===== config.mk =====
export PLATFORM = sky130hd
export DESIGN_NAME = lock_flag_detector
export DESIGN_NICKNAME = d
export VERILOG_FILES = /design/src/rtl/lock_det_pkg.sv /design/src/rtl/pulse_width_meter.sv /design/src/rtl/narrow_run_counter.sv /design/src/rtl/lock_flag_detector.sv
export SDC_FILE = /design/constraint.sdc
export NUM_CORES = 1
export LEC_CHECK = 0
export ABC_CLOCK_PERIOD_IN_PS = 1620
export BUFFER_PORTS_ARGS = -buffer_cell sky130_fd_sc_hd__clkbuf_2
export CORE_AREA = 2 2 39 41
export CTS_CLUSTER_DIAMETER = 200
export DETAILED_ROUTE_END_ITERATION = 16
export DIE_AREA = 0 0 41 43
export GPL_TIMING_DRIVEN = 0
export MAX_ROUTING_LAYER = met4
export PLACE_DENSITY = 0.47
export SYNTH_ARGS = -nofsm -noshare
export SYNTH_HDL_FRONTEND = slang
export SYNTH_HIERARCHICAL = 1
export SYNTH_SLANG_ARGS = --single-unit

===== constraint.sdc =====
create_clock -name clk_i -period 1.62 [get_ports clk_i]
set_input_delay 0.243 -clock clk_i [delete_from_list [all_inputs] [get_ports clk_i]]
set_output_delay 0.243 -clock clk_i [all_outputs]
set_load 0.005 [all_outputs]

===== src/rtl/lock_det_pkg.sv =====
package lock_det_pkg;
  localparam int unsigned LD_NARROW_MAX_DEF = 1;  // high samples still counted as narrow
  localparam int unsigned LD_RUN_LEN_DEF    = 8;  // clean periods needed to set lock

  function automatic int unsigned ld_cnt_w(int unsigned max_val);
    return (max_val < 2) ? 1 : $clog2(max_val + 1);
  endfunction
endpackage


===== src/rtl/pulse_width_meter.sv =====
module pulse_width_meter
  import lock_det_pkg::*;
#(
  parameter int unsigned NARROW_MAX_CYC = LD_NARROW_MAX_DEF
) (
  input  logic clk_i,
  input  logic rst_ni,
  input  logic pulse_i,
  output logic wide_o
);
  localparam int unsigned W = ld_cnt_w(NARROW_MAX_CYC);
  localparam logic [W-1:0] LIM = W'(NARROW_MAX_CYC);

  logic [W-1:0] cnt_q;

  // wide once the pulse is sampled high again after reaching the limit
  assign wide_o = pulse_i && (cnt_q == LIM);

  always_ff @(posedge clk_i or negedge rst_ni) begin
    if (!rst_ni)          cnt_q <= '0;
    else if (!pulse_i)    cnt_q <= '0;
    else if (cnt_q != LIM) cnt_q <= cnt_q + 1'b1;
  end

  assert_cnt_bound_R2: assert property (@(posedge clk_i) disable iff (!rst_ni)
    cnt_q <= LIM);
  assert_cnt_idle_R3: assert property (@(posedge clk_i) disable iff (!rst_ni)
    !pulse_i |=> (cnt_q == '0));
endmodule


===== src/rtl/narrow_run_counter.sv =====
module narrow_run_counter
  import lock_det_pkg::*;
#(
  parameter int unsigned RUN_LEN = LD_RUN_LEN_DEF
) (
  input  logic clk_i,
  input  logic rst_ni,
  input  logic ref_stb_i,
  input  logic wide_i,
  output logic set_o,
  output logic run_full_o
);
  localparam int unsigned RW = ld_cnt_w(RUN_LEN);
  localparam logic [RW-1:0] RUN_TOP = RW'(RUN_LEN);
  localparam logic [RW-1:0] RUN_PRE = RW'(RUN_LEN - 1);

  logic [RW-1:0] run_q;
  logic          seen_q;  // wide pulse seen in the current period

  assign set_o      = ref_stb_i && !wide_i && !seen_q && (run_q == RUN_PRE);
  assign run_full_o = (run_q == RUN_TOP);

  always_ff @(posedge clk_i or negedge rst_ni) begin
    if (!rst_ni) begin
      run_q  <= '0;
      seen_q <= 1'b0;
    end else if (ref_stb_i) begin
      seen_q <= 1'b0;
      if (wide_i || seen_q)   run_q <= '0;
      else if (run_q != RUN_TOP) run_q <= run_q + 1'b1;
    end else if (wide_i) begin
      seen_q <= 1'b1;
      run_q  <= '0;
    end
  end

  assert_run_bound_R4: assert property (@(posedge clk_i) disable iff (!rst_ni)
    run_q <= RUN_TOP);
  assert_wide_zeroes_run_R5: assert property (@(posedge clk_i) disable iff (!rst_ni)
    wide_i |=> (run_q == '0));
  assert_run_moves_on_stb_R6: assert property (@(posedge clk_i) disable iff (!rst_ni)
    (!ref_stb_i && !wide_i) |=> $stable(run_q));
endmodule


===== src/rtl/lock_flag_detector.sv =====
module lock_flag_detector
  import lock_det_pkg::*;
#(
  parameter int unsigned NARROW_MAX_CYC = LD_NARROW_MAX_DEF,
  parameter int unsigned RUN_LEN        = LD_RUN_LEN_DEF
) (
  input  logic clk_i,
  input  logic rst_ni,
  input  logic cp_pulse_i,
  input  logic ref_stb_i,
  input  logic test_en_i,
  output logic lock_o,
  output logic ref_dbg_o
);
  logic wide;
  logic set_lock;
  logic run_full;
  logic lock_q;

  pulse_width_meter #(.NARROW_MAX_CYC(NARROW_MAX_CYC)) i_meter (
    .clk_i  (clk_i),
    .rst_ni (rst_ni),
    .pulse_i(cp_pulse_i),
    .wide_o (wide)
  );

  narrow_run_counter #(.RUN_LEN(RUN_LEN)) i_run (
    .clk_i     (clk_i),
    .rst_ni    (rst_ni),
    .ref_stb_i (ref_stb_i),
    .wide_i    (wide),
    .set_o     (set_lock),
    .run_full_o(run_full)
  );

  // clear wins over set
  always_ff @(posedge clk_i or negedge rst_ni) begin
    if (!rst_ni)       lock_q <= 1'b0;
    else if (wide)     lock_q <= 1'b0;
    else if (set_lock) lock_q <= 1'b1;
  end

  assign lock_o    = lock_q;
  assign ref_dbg_o = test_en_i & ref_stb_i;

  assert_wide_clears_R2: assert property (@(posedge clk_i) disable iff (!rst_ni)
    wide |=> !lock_q);
  assert_lock_run_agree_R4: assert property (@(posedge clk_i) disable iff (!rst_ni)
    lock_q == run_full);
  assert_rise_on_stb_R4: assert property (@(posedge clk_i) disable iff (!rst_ni)
    $rose(lock_q) |-> $past(ref_stb_i));
  assert_hold_without_wide_R7: assert property (@(posedge clk_i) disable iff (!rst_ni)
    (lock_q && !wide) |=> lock_q);
endmodule


## After elaboration in Yosys (flattened, before gate mapping)

Cells that the tools add are included.

| storage, ports and cells | value |
|---|---|
| register bits | 7 |
| bits in latches | 0 |
| memory bits (writable) | 0 |
| memory bits (read-only) | 0 |
| input port bits | 5 |
| output and inout bits | 2 |
| logic and storage cells | 30 |
| memories | 0 |

| cells by class | value |
|---|---|
| add/sub/neg operators | 2 |
| multipliers | 0 |
| divide/modulo/power cells | 0 |
| order comparisons | 0 |
| equality and inequality tests | 3 |
| shifts and indexed selects | 0 |
| muxes and demuxes | 10 |
| bitwise operators | 1 |
| reductions and logical operators | 10 |

Operators with widths:

| cell | number |
|---|---|
| 2-to-1 mux 4 bit | 4 |
| 2-to-1 mux 1 bit | 6 |
| adder 4 x 1 -> 4 bit, second input constant | 1 |
| equality test 4 x 3 -> 1 bit, second input constant | 1 |
| logical AND 1 bit | 4 |
| inequality test 4 bit, second input constant | 1 |
| nonzero test 2 bit | 2 |
| inequality test 3 x 1 -> 1 bit, second input constant | 1 |
| logical NOT 1 bit | 2 |
| AND reduction 2 bit | 1 |
| adder 1 bit, second input constant | 1 |
| bitwise AND 1 bit | 1 |
| logical OR 1 bit | 1 |

## Depth between registers and ports, before layout

Gate-level depths: netlist of the first run.

| depth | value |
|---|---|
| word-level depth | 7 |
| depth in mapped cells | 5 |
| depth with buffers taken out | 5 |

## By module

Netlist of the first run, hierarchy kept.

By module, submodules not included:

| module | instances | cells each | area each (um2) | sequential area each (um2) |
|---|---|---|---|---|
| narrow_run_counter | 1 | 34 | 305.3 | 125.1 |
| lock_flag_detector | 1 | 3 | 41.3 | 25.0 |
| pulse_width_meter | 1 | 2 | 31.3 | 25.0 |

## Worst setup path before layout of the first run

No wires, ideal clock.

| path | value |
|---|---|
| path kind | register to register |
| start | register i_run.run_q[0] |
| end | register i_run.run_q[0] |
| library setup time | 0.122 ns |
| arrival time | 1.123 ns |
| required time | 1.498 ns |
| path slack | 0.376 ns |
| stages on the path, launching flop included | 6 |
| path buffers | 0 |
| clock period less this slack | 1.244 ns |
| path through | dfrtp_1 -> inv_1 -> ha_1 -> nand3b_1 -> o21ai_0 -> a32o_1 |

| between the ends | value |
|---|---|
| word-level cells in the longest chain between the ends | 4 |
| elaborated cells on any way between the ends | 7 |
| those cells by class | add/sub: 1; eq/ne: 2; mux: 3; reduce/logical: 1 |

Ends and longest elaborated chain:

| what | RTL line | RTL |
|---|---|---|
| from (decl) | narrow_run_counter.sv:17 | `logic [RW-1:0] run_q;` |
| from (signal assigned) | narrow_run_counter.sv:30 | `else if (run_q != RUN_TOP) run_q <= run_q + 1'b1;` |
| adder 4 x 1 -> 4 bit | narrow_run_counter.sv:30 |  |
| 2-to-1 mux 4 bit | narrow_run_counter.sv:30 |  |
| 2-to-1 mux 4 bit | narrow_run_counter.sv:29 | `if (wide_i \|\| seen_q) run_q <= '0;` |
| 2-to-1 mux 4 bit | narrow_run_counter.sv:27 | `end else if (ref_stb_i) begin` |

Several ways; a longest one is shown, not always the timed one. The select of a mux whose other input is x is not followed.
A chain may end at the register's enable or synchronous reset.

## Worst setup path in the final report of the first run

Ends and elaborated chain as after synthesis.

==> results.py, run 1 <==
metrics = {
    "clocking": {
        "cts.sinks": 7,
        "cts_root_buf": "clkbuf_4",
        "clk_latency_ps": 250,
        "clkTransAtPathRegs_ps": 50,
        "cts-resized-gates": 0,
        "cts_made_buffers": 3,
        "h-tree-depth": 1,
        "cts_tree": "yes",
        "clk_path_buf_depth": 2,
    },
    "global_route": {
        "grt-ovfl-total": 0,
        "grt_max_degree": 9,
        "grt_pass1_vias": 271,
        "grt_pass1_wl_um": 1170,
        "antenna_found_initial": 0,
        "grt.total_usage_pct": 10.2,
    },
    "timing": {
        "period_share_pct": 85.6,
        "fmax_ghz": 0.721,
        "min_period_ps": 1390,
        "slew_viol_final": 0,
        "finalHoldViolations": 0,
        "finalSetupViolations": 0,
        "fin_setup_tns_ps": 0,
        "tightestPinTransition_ps": 280,
        "clock_skew_ps": 1.02,
        "relSlewSlack_pct": 81.3,
        "rsz0062_at_grt": "false",
    },
    "layout": {
        "finalNetCount": 57,
        "n_fill_cell": 142,
        "drive_gt1_share_pct": 24.5,
        "stdcell_count": 65,
        "area_growth_pct": 23.1,
        "diodes": 0,
    },
    "floorplan": {
        "start_util_pct": 27.0,
        "ios": 7,
        "core_um2": 1380,
        "die_h_um": 43,
        "rows": 14,
        "die_w_um": 41,
        "dieArea_um2": 1760,
    },
    "setup_path": {
        "crit_fanout": 6,
        "rrSetupSlack_ps": 230,
        "worstSetupStartpointType": "flip-flop",
        "arrival_ps": 1520,
        "cp-end-kind": "flip-flop",
        "worstPathRequired_ps": 1760,
        "critPathKind": "flip-flop to flip-flop",
    },
    "synthesis": {
        "synthesis.nets": 45,
        "synth_cells": 38,
        "avgSynthCellArea_um2": 9.84,
        "synth_area_um2": 374,
        "ys_warn_count": 6,
    },
    "route": {
        "wl_per_cell_um": 10.9,
        "dr.first_iter.drc_count": 22,
        "final_antenna_net_count": 0,
        "drtPass1Iterations": 4,
        "dr_total_vias": 312,
        "vias_per_cell": 4.80,
        "drc": 0,
        "wl_um": 711,
    },
    "power_and_ir_drop": {
        "power_uw": 429,
        "power.leakage_uw": 0.000211,
        "p_per_area_nw_per_um2": 931,
        "peakVddDrop_v": 0.000311,
    },
    "worst_hold_path": {
        "min_path_type": "primary input to flip-flop",
    },
    "place": {
        "place_congestion": 0.701,
        "dp_hpwl_um": 502,
        "io_buffers": 6,
        "placed_cells": 60,
    },
    "outcome": {
        "status": "finished, final reports clean",
    },
    "job": {
        "cap_violations": 0,
    },
}
-- cells in the final DEF, fill, tap and decap left out --
cell type,n
o21ba_1,1
a21oi_1,1
and4bb_2,1
nand2_1,3
clkbuf_4,3
o21ai_0,2
clkbuf_2,6
nor2_1,3
a21oi_2,1
dfrtp_1,7
or3_1,1
and2_1,2
clkbuf_1,1
nor4_1,1
nand3b_1,1
nand3_1,2
nor3b_1,1
ha_1,2
nor3_1,1
nand2b_2,1
inv_1,4
dlygate4sd3_1,1
nand4_1,1
a32o_1,2
-- worst paths after layout --
| kind | to | cells past startpoint | startpoint |
|---|---|---|---|
| min reg2reg | lock_o | 1 | lock_o |
| min | i_meter/cnt_q | 1 | cp_pulse_i |
| max in group asynchronous | i_run/run_q[2] | 2 | rst_ni |
| min in group asynchronous | i_run/run_q[3] | 2 | rst_ni |
| max reg2reg | i_run/run_q[0] | 5 | i_run/run_q[0] |
| max | i_run/run_q[0] | 5 | i_run/run_q[0] |
-- metal layers --
| layer | global-route usage (%) | wire [um] | vias up |
|---|---|---|---|
| li1 | - | - | 157 |
| met5 | - | 0 | - |
| met3 | 3.14 | 28 | 4 |
| met1 | 14.1 | 379 | 142 |
| met4 | 8.00 | 15 | 0 |
| met2 | 11.6 | 287 | 9 |
-- timing repair --
| item | CTS | global route |
|---|---|---|
| hold endpoints to repair | 7 | 0 |
| hold buffers | 1 | 0 |
| buffers inserted | 0 | 0 |
-- registers in the layout, summed over array words and instances (netlist names) --
name and count:
lock_o 1, i_run/seen_q 1, i_run/run_q 4, i_meter/cnt_q 1
-- metrics by stage --
step / hold WS (ps) / util (%) / setup slack, ps / area, um^2
2_1_floorplan: -52.6 / - / 399 / 374
3_3_place_gp: 92.1 / 30.7 / 262 / 424
3_5_place_dp: 95.5 / 30.7 / 265 / 424
4_1_cts: 106 / 33.3 / 254 / 460
5_1_grt: 92.3 / 33.3 / 140 / 460
6_report: 116 / 33.3 / 233 / 460
-- critical path, stage by stage (launching register included) --
cell	delay (ps)
dfrtp_1	430
inv_1	70
ha_1	190
nand3b_1	160
o21ai_0	140
a32o_1	280
-- report_power, final --
| group | internal [uW] | switching [uW] | total, uW | leakage (uW) |
|---|---|---|---|---|
| clock network | 94.0 | 63.9 | 158 | 0.0000150 |
| registers | 190 | 19.4 | 209 | 0.0000925 |
| logic | 32.2 | 29.6 | 61.9 | 0.000103 |
| total | 316 | 113 | 429 | 0.000211 |
-- area by class of cell --
cell class	count	area, um^2	area share [%]
clock buffers	4	26.3	5.71
inverters	4	15.0	3.26
multi-input cells	27	184	39.9
repair buffers	7	40.0	8.70
well taps	16	20.0	4.35
flip-flops and latches	7	175	38.0
Power figures use the tool's default switching activity.
==> run 2, diff against run 1 <==
PLACE_DENSITY = unset   (was 0.47)
==> run 2 against run 1 <==
  * Maximum frequency increased by 1.5%
  * Power shrank 2.8%
  * Final cell count unchanged
  * Design area stayed put
  * Utilization unchanged
  * Critical path type unchanged
  * Critical endpoint is now i_run/run_q[1]
==> results.py, run 2 (synthesis gave the netlist of run 1 again) <==
metrics = {
    "clocking": {
        "cts_tree": "yes",
        "cts_setup_buffers": 0,
        "clkTransAtPathRegs_ps": 50,
        "cts-resized-gates": 0,
        "cts.sinks": 7,
        "cts_made_buffers": 3,
        "h-tree-depth": 1,
        "clk_latency_ps": 240,
        "clk_path_buf_depth": 2,
        "cts_root_buf": "clkbuf_4",
    },
    "worst_hold_path": {
        "hold-path-endpoint": "i_meter/cnt_q",
        "min_path_type": "primary input to flip-flop",
        "whs_path_depth": 1,
        "min-delay-start": "cp_pulse_i",
    },
    "place": {
        "place_congestion": 0.817,
        "dp_hpwl_um": 510,
        "io_buffers": 6,
        "placed_cells": 60,
        "place_ws_ps": 250,
    },
    "layout": {
        "diodes": 0,
        "n_fill_cell": 150,
        "final_common_cell": "dfrtp_1",
        "final_cell_mix": "7 x dfrtp_1, 6 x clkbuf_2, 4 x inv_1",
        "largest_register_ffs": 4,
        "seq_area_um2": 175,
        "finalNetCount": 57,
        "stdcell_count": 65,
        "regMostFlops": "i_run/run_q",
        "area_growth_pct": 23.1,
        "multi_input_area_um2": 184,
        "drive_gt1_share_pct": 24.5,
    },
    "timing": {
        "fmax_ghz": 0.732,
        "slew_viol_final": 0,
        "period_share_pct": 84.3,
        "finalHoldViolations": 0,
        "timing.hold.ws_ps": 119,
        "clock_skew_ps": 1.21,
        "relSlewSlack_pct": 80.2,
        "tightestPinTransition_ps": 295,
        "finalSetupViolations": 0,
        "min_period_ps": 1370,
        "setup_ws_ps": 254,
        "rsz0062_at_grt": "false",
        "fin_setup_tns_ps": 0,
    },
    "setup_path": {
        "cp-end-kind": "flip-flop",
        "cp_slowest_cell": "dfrtp_1",
        "rrSetupSlack_ps": 250,
        "arrival_ps": 1490,
        "worstSetupStartpointType": "flip-flop",
        "ff2ff_path_depth": 5,
        "reg2reg_from": "i_run/run_q[0]",
        "cp_cell_sequence": "inv_1 -> ha_1 -> nand3b_1 -> o21ai_0 -> a32o_1",
        "r2r_end": "i_run/run_q[1]",
        "crit_fanout": 6,
        "critPathKind": "flip-flop to flip-flop",
        "critPathMaxStageDelay_ps": 430,
        "worstPathRequired_ps": 1750,
    },
    "route": {
        "drtPass1Iterations": 4,
        "dr_total_vias": 319,
        "drc": 0,
        "wl_um": 656,
        "final_antenna_net_count": 0,
        "vias_per_cell": 4.91,
        "dr.first_iter.drc_count": 4,
        "wl_per_cell_um": 10.1,
    },
    "global_route": {
        "grt.total_usage_pct": 10.6,
        "grt_pass1_vias": 284,
        "grt_pass1_wl_um": 1220,
        "grt_max_degree": 9,
        "grt-ovfl-total": 0,
        "antenna_found_initial": 0,
    },
    "floorplan": {
        "rows": 14,
        "die_w_um": 41,
        "start_util_pct": 27.0,
        "ios": 7,
        "die_h_um": 43,
        "dieArea_um2": 1760,
        "core_um2": 1380,
    },
    "power_and_ir_drop": {
        "power.leakage_uw": 0.000211,
        "p_per_area_nw_per_um2": 906,
        "power_uw": 417,
        "peakVddDrop_v": 0.000413,
    },
    "outcome": {
        "status": "finished, final reports clean",
    },
    "job": {
        "cap_violations": 0,
    },
}
## run 2: stage by stage
step                      instance area (um^2)  util, %
after floorplan                            374        -
after global routing                       460     33.3
final                                      460     33.3
after global placement                     424     30.7
after CTS                                  460     33.3
after detailed placement                   424     30.7
## run 2: layout make-up
type | instances | share of cell area [%]
multi-input cells | 27 | 39.9
flip-flops and latches | 7 | 38.0
repair buffers | 7 | 8.70
clock buffers | 4 | 5.71
well taps | 16 | 4.35
inverters | 4 | 3.26
## run 2: metal layers
| layer | global-route usage (%) | wire [um] | vias up |
|---|---|---|---|
| met5 | - | 0 | - |
| met4 | 10.0 | 10 | 0 |
| met1 | 15.7 | 288 | 150 |
| met2 | 11.6 | 325 | 6 |
| li1 | - | - | 161 |
| met3 | 1.57 | 31 | 2 |
## run 2: timing repair
action / in CTS / in global routing
setup endpoints to repair: 0 / 0
hold buffers: 1 / 0
hold endpoints to repair: 7 / 0
## run 2: worst max path at each step
| stage | from | to | slack (ps) | cells past startpoint |
|---|---|---|---|---|
| 3_5_place_dp | i_run/run_q[0] | i_run/run_q[1] | 250 | 5 |
| 3_3_place_gp | i_run/run_q[0] | i_run/run_q[0] | 260 | 5 |
| 5_1_grt | i_run/run_q[0] | i_run/run_q[1] | 140 | 5 |
| 2_1_floorplan | i_run/run_q[0] | i_run/run_q[0] | 400 | 5 |
| 4_1_cts | i_run/run_q[0] | i_run/run_q[1] | 240 | 5 |
| 6_report | i_run/run_q[0] | i_run/run_q[1] | 250 | 5 |
## run 2: power breakdown
group | total [uW] | switching, uW | internal (uW) | leakage, uW
logic | 60.3 | 28.3 | 31.9 | 0.000103
registers | 209 | 19.1 | 190 | 0.0000925
clock network | 148 | 54.3 | 93.3 | 0.0000150
## run 2: critical path: cells and delay by family (launching register included)
| kind | cells | cell delay [ps] |
|---|---|---|
| simple gates | 1 | 150 |
| flops | 1 | 430 |
| buf+inv | 1 | 60 |
| compound gates | 2 | 410 |
| fa+ha+maj | 1 | 190 |
==> run 3, diff against run 2 <==
ABC_CLOCK_PERIOD_IN_PS = 1400   (was 1620)
clock period = 1.4 ns   (was 1.62 ns; I/O delays follow)
==> run 3 against run 2 <==
  * Sequential power increased by 16%
  * Register-to-register slack got worse by 150 ps
  * Setup slack got worse by 150 ps
  * Via count increased by 0.94%
  * Critical path type unchanged
==> results.py, run 3 (synthesis gave the netlist of run 1 again) <==
metrics = {
    "timing": {
        "relSlewSlack_pct": 79.7,
        "slew_viol_final": 0,
        "min_period_ps": 1290,
        "period_share_pct": 92.2,
        "setup_ws_ps": 109,
        "fin_setup_tns_ps": 0,
        "fmax_ghz": 0.774,
        "rsz0062_at_grt": "false",
        "tightestPinTransition_ps": 302,
        "clock_skew_ps": 0.789,
        "finalHoldViolations": 0,
        "finalSetupViolations": 0,
    },
    "layout": {
        "regMostFlops": "i_run/run_q",
        "drive_gt1_share_pct": 26.5,
        "final_cell_mix": "6 x dfrtp_1, 6 x clkbuf_2, 4 x inv_1",
        "diodes": 0,
        "design_area_um2": 462,
        "largest_register_ffs": 4,
        "area_growth_pct": 23.4,
        "finalNetCount": 57,
    },
    "clocking": {
        "clk_path_buf_depth": 2,
        "cts_made_buffers": 3,
        "clkTransAtPathRegs_ps": 50,
        "h-tree-depth": 1,
        "cts_setup_buffers": 0,
        "cts_root_buf": "clkbuf_4",
        "cts.sinks": 7,
        "clk_latency_ps": 240,
        "cts_tree": "yes",
    },
    "floorplan": {
        "dieArea_um2": 1760,
        "core_um2": 1380,
        "die_h_um": 43,
        "start_util_pct": 27.0,
        "ios": 7,
        "rows": 14,
        "die_w_um": 41,
    },
    "job": {
        "cap_violations": 0,
    },
    "place": {
        "place_ws_ps": 30.3,
        "io_buffers": 6,
        "place_congestion": 0.817,
        "dp_hpwl_um": 510,
        "post_dp_cell_area_um2": 424,
    },
    "setup_path": {
        "worstSetupStartpointType": "flip-flop",
        "worstPathRequired_ps": 1530,
        "crit_fanout": 5,
        "cp-end-kind": "flip-flop",
        "critPathKind": "flip-flop to flip-flop",
        "arrival_ps": 1420,
    },
    "outcome": {
        "status": "finished, final reports clean",
    },
    "power_and_ir_drop": {
        "power_uw": 483,
        "peakVddDrop_v": 0.000478,
        "p_int_uw": 366,
        "swShare_pct": 24.3,
        "clockPowerShare_pct": 35.2,
        "power.leakage_uw": 0.000209,
        "seq_power_share_pct": 50.3,
        "power_frac_comb_pct": 14.5,
        "switchingPower_uw": 117,
        "p_per_area_nw_per_um2": 1050,
    },
    "route": {
        "dr_total_vias": 322,
        "drc": 0,
        "wl_um": 666,
        "final_antenna_net_count": 0,
        "dr.first_iter.drc_count": 5,
        "wl_per_cell_um": 10.2,
        "drtPass1Iterations": 4,
        "vias_per_cell": 4.95,
    },
    "global_route": {
        "grt.total_usage_pct": 10.6,
        "grt_max_degree": 9,
        "grt_pass1_vias": 284,
        "antenna_found_initial": 0,
        "grt_pass1_wl_um": 1220,
        "grt-ovfl-total": 0,
    },
    "worst_hold_path": {
        "min_path_type": "primary input to flip-flop",
    },
}
[run 3: cell counts in the layout (fill, tap and decap cells not counted)]
Identical to the previous run, type by type.
[run 3: power groups by stage]
stage	clock (uW)	sequential (uW)	combinational [uW]
after global routing	204	245	84.8
after detailed placement	0	245	70.0
after floorplan	0	239	47.8
final	170	243	70.0
after CTS	183	242	72.4
after global placement	0	245	67.7
[run 3: area by class of cell]
| class | count | area, um^2 |
|---|---|---|
| clock buffers | 4 | 26.3 |
| fillers | 150 | 922 |
| inverters | 4 | 15.0 |
| multi-input cells | 27 | 184 |
| flip-flops and latches | 7 | 176 |
| well taps | 16 | 20.0 |
| repair buffers | 7 | 40.0 |
[run 3: final timing paths]
check / end / cells after the start / slack (ps) / startpoint
max in group asynchronous: i_run/run_q[0] / 2 / 890 / rst_ni
hold reg to reg: lock_o / 1 / 490 / lock_o
min in group asynchronous: i_run/run_q[2] / 2 / 340 / rst_ni
hold / removal: i_meter/cnt_q / 1 / 90 / cp_pulse_i
setup / recovery: i_run/run_q[1] / 5 / 110 / i_run/run_q[1]
setup reg to reg: i_run/run_q[1] / 5 / 110 / i_run/run_q[1]
[run 3: what timing repair did]
| action | in CTS | in global routing |
|---|---|---|
| setup endpoints to repair | 0 | 2 |
| endpoints found under the hold margin | 7 | 0 |
| gates resized for setup | 0 | 2 |
| hold buffers | 1 | 0 |
[run 3: per-layer routing]
| metal | routed length [um] | vias to the layer above | share of wire, % | GRT usage, % |
|---|---|---|---|---|
| li1 | - | 159 | - | - |
| met1 | 284 | 151 | 43 | 15.7 |
| met3 | 44 | 2 | 6.6 | 1.57 |
| met2 | 326 | 10 | 49 | 11.6 |
| met5 | 0 | - | 0 | - |
| met4 | 10 | 0 | 1.5 | 10.0 |
[run 3: worst max-delay path, cell delays in order, from the launching register on]
cell and delay (ps):
dfrtp_1 410, inv_1 60, ha_1 180, nand3b_1 160
o21ai_1 100, a32o_1 270
[run 3: per-stage QoR]
step                      hold slack [ps]  utilization (%)  instances
after global routing                 64.3             33.4         65
after CTS                            74.4             33.3         65
after global placement               47.2             30.7         60
after floorplan                     -85.6                -         38
final                                87.1             33.4         65
after detailed placement             50.8             30.7         60
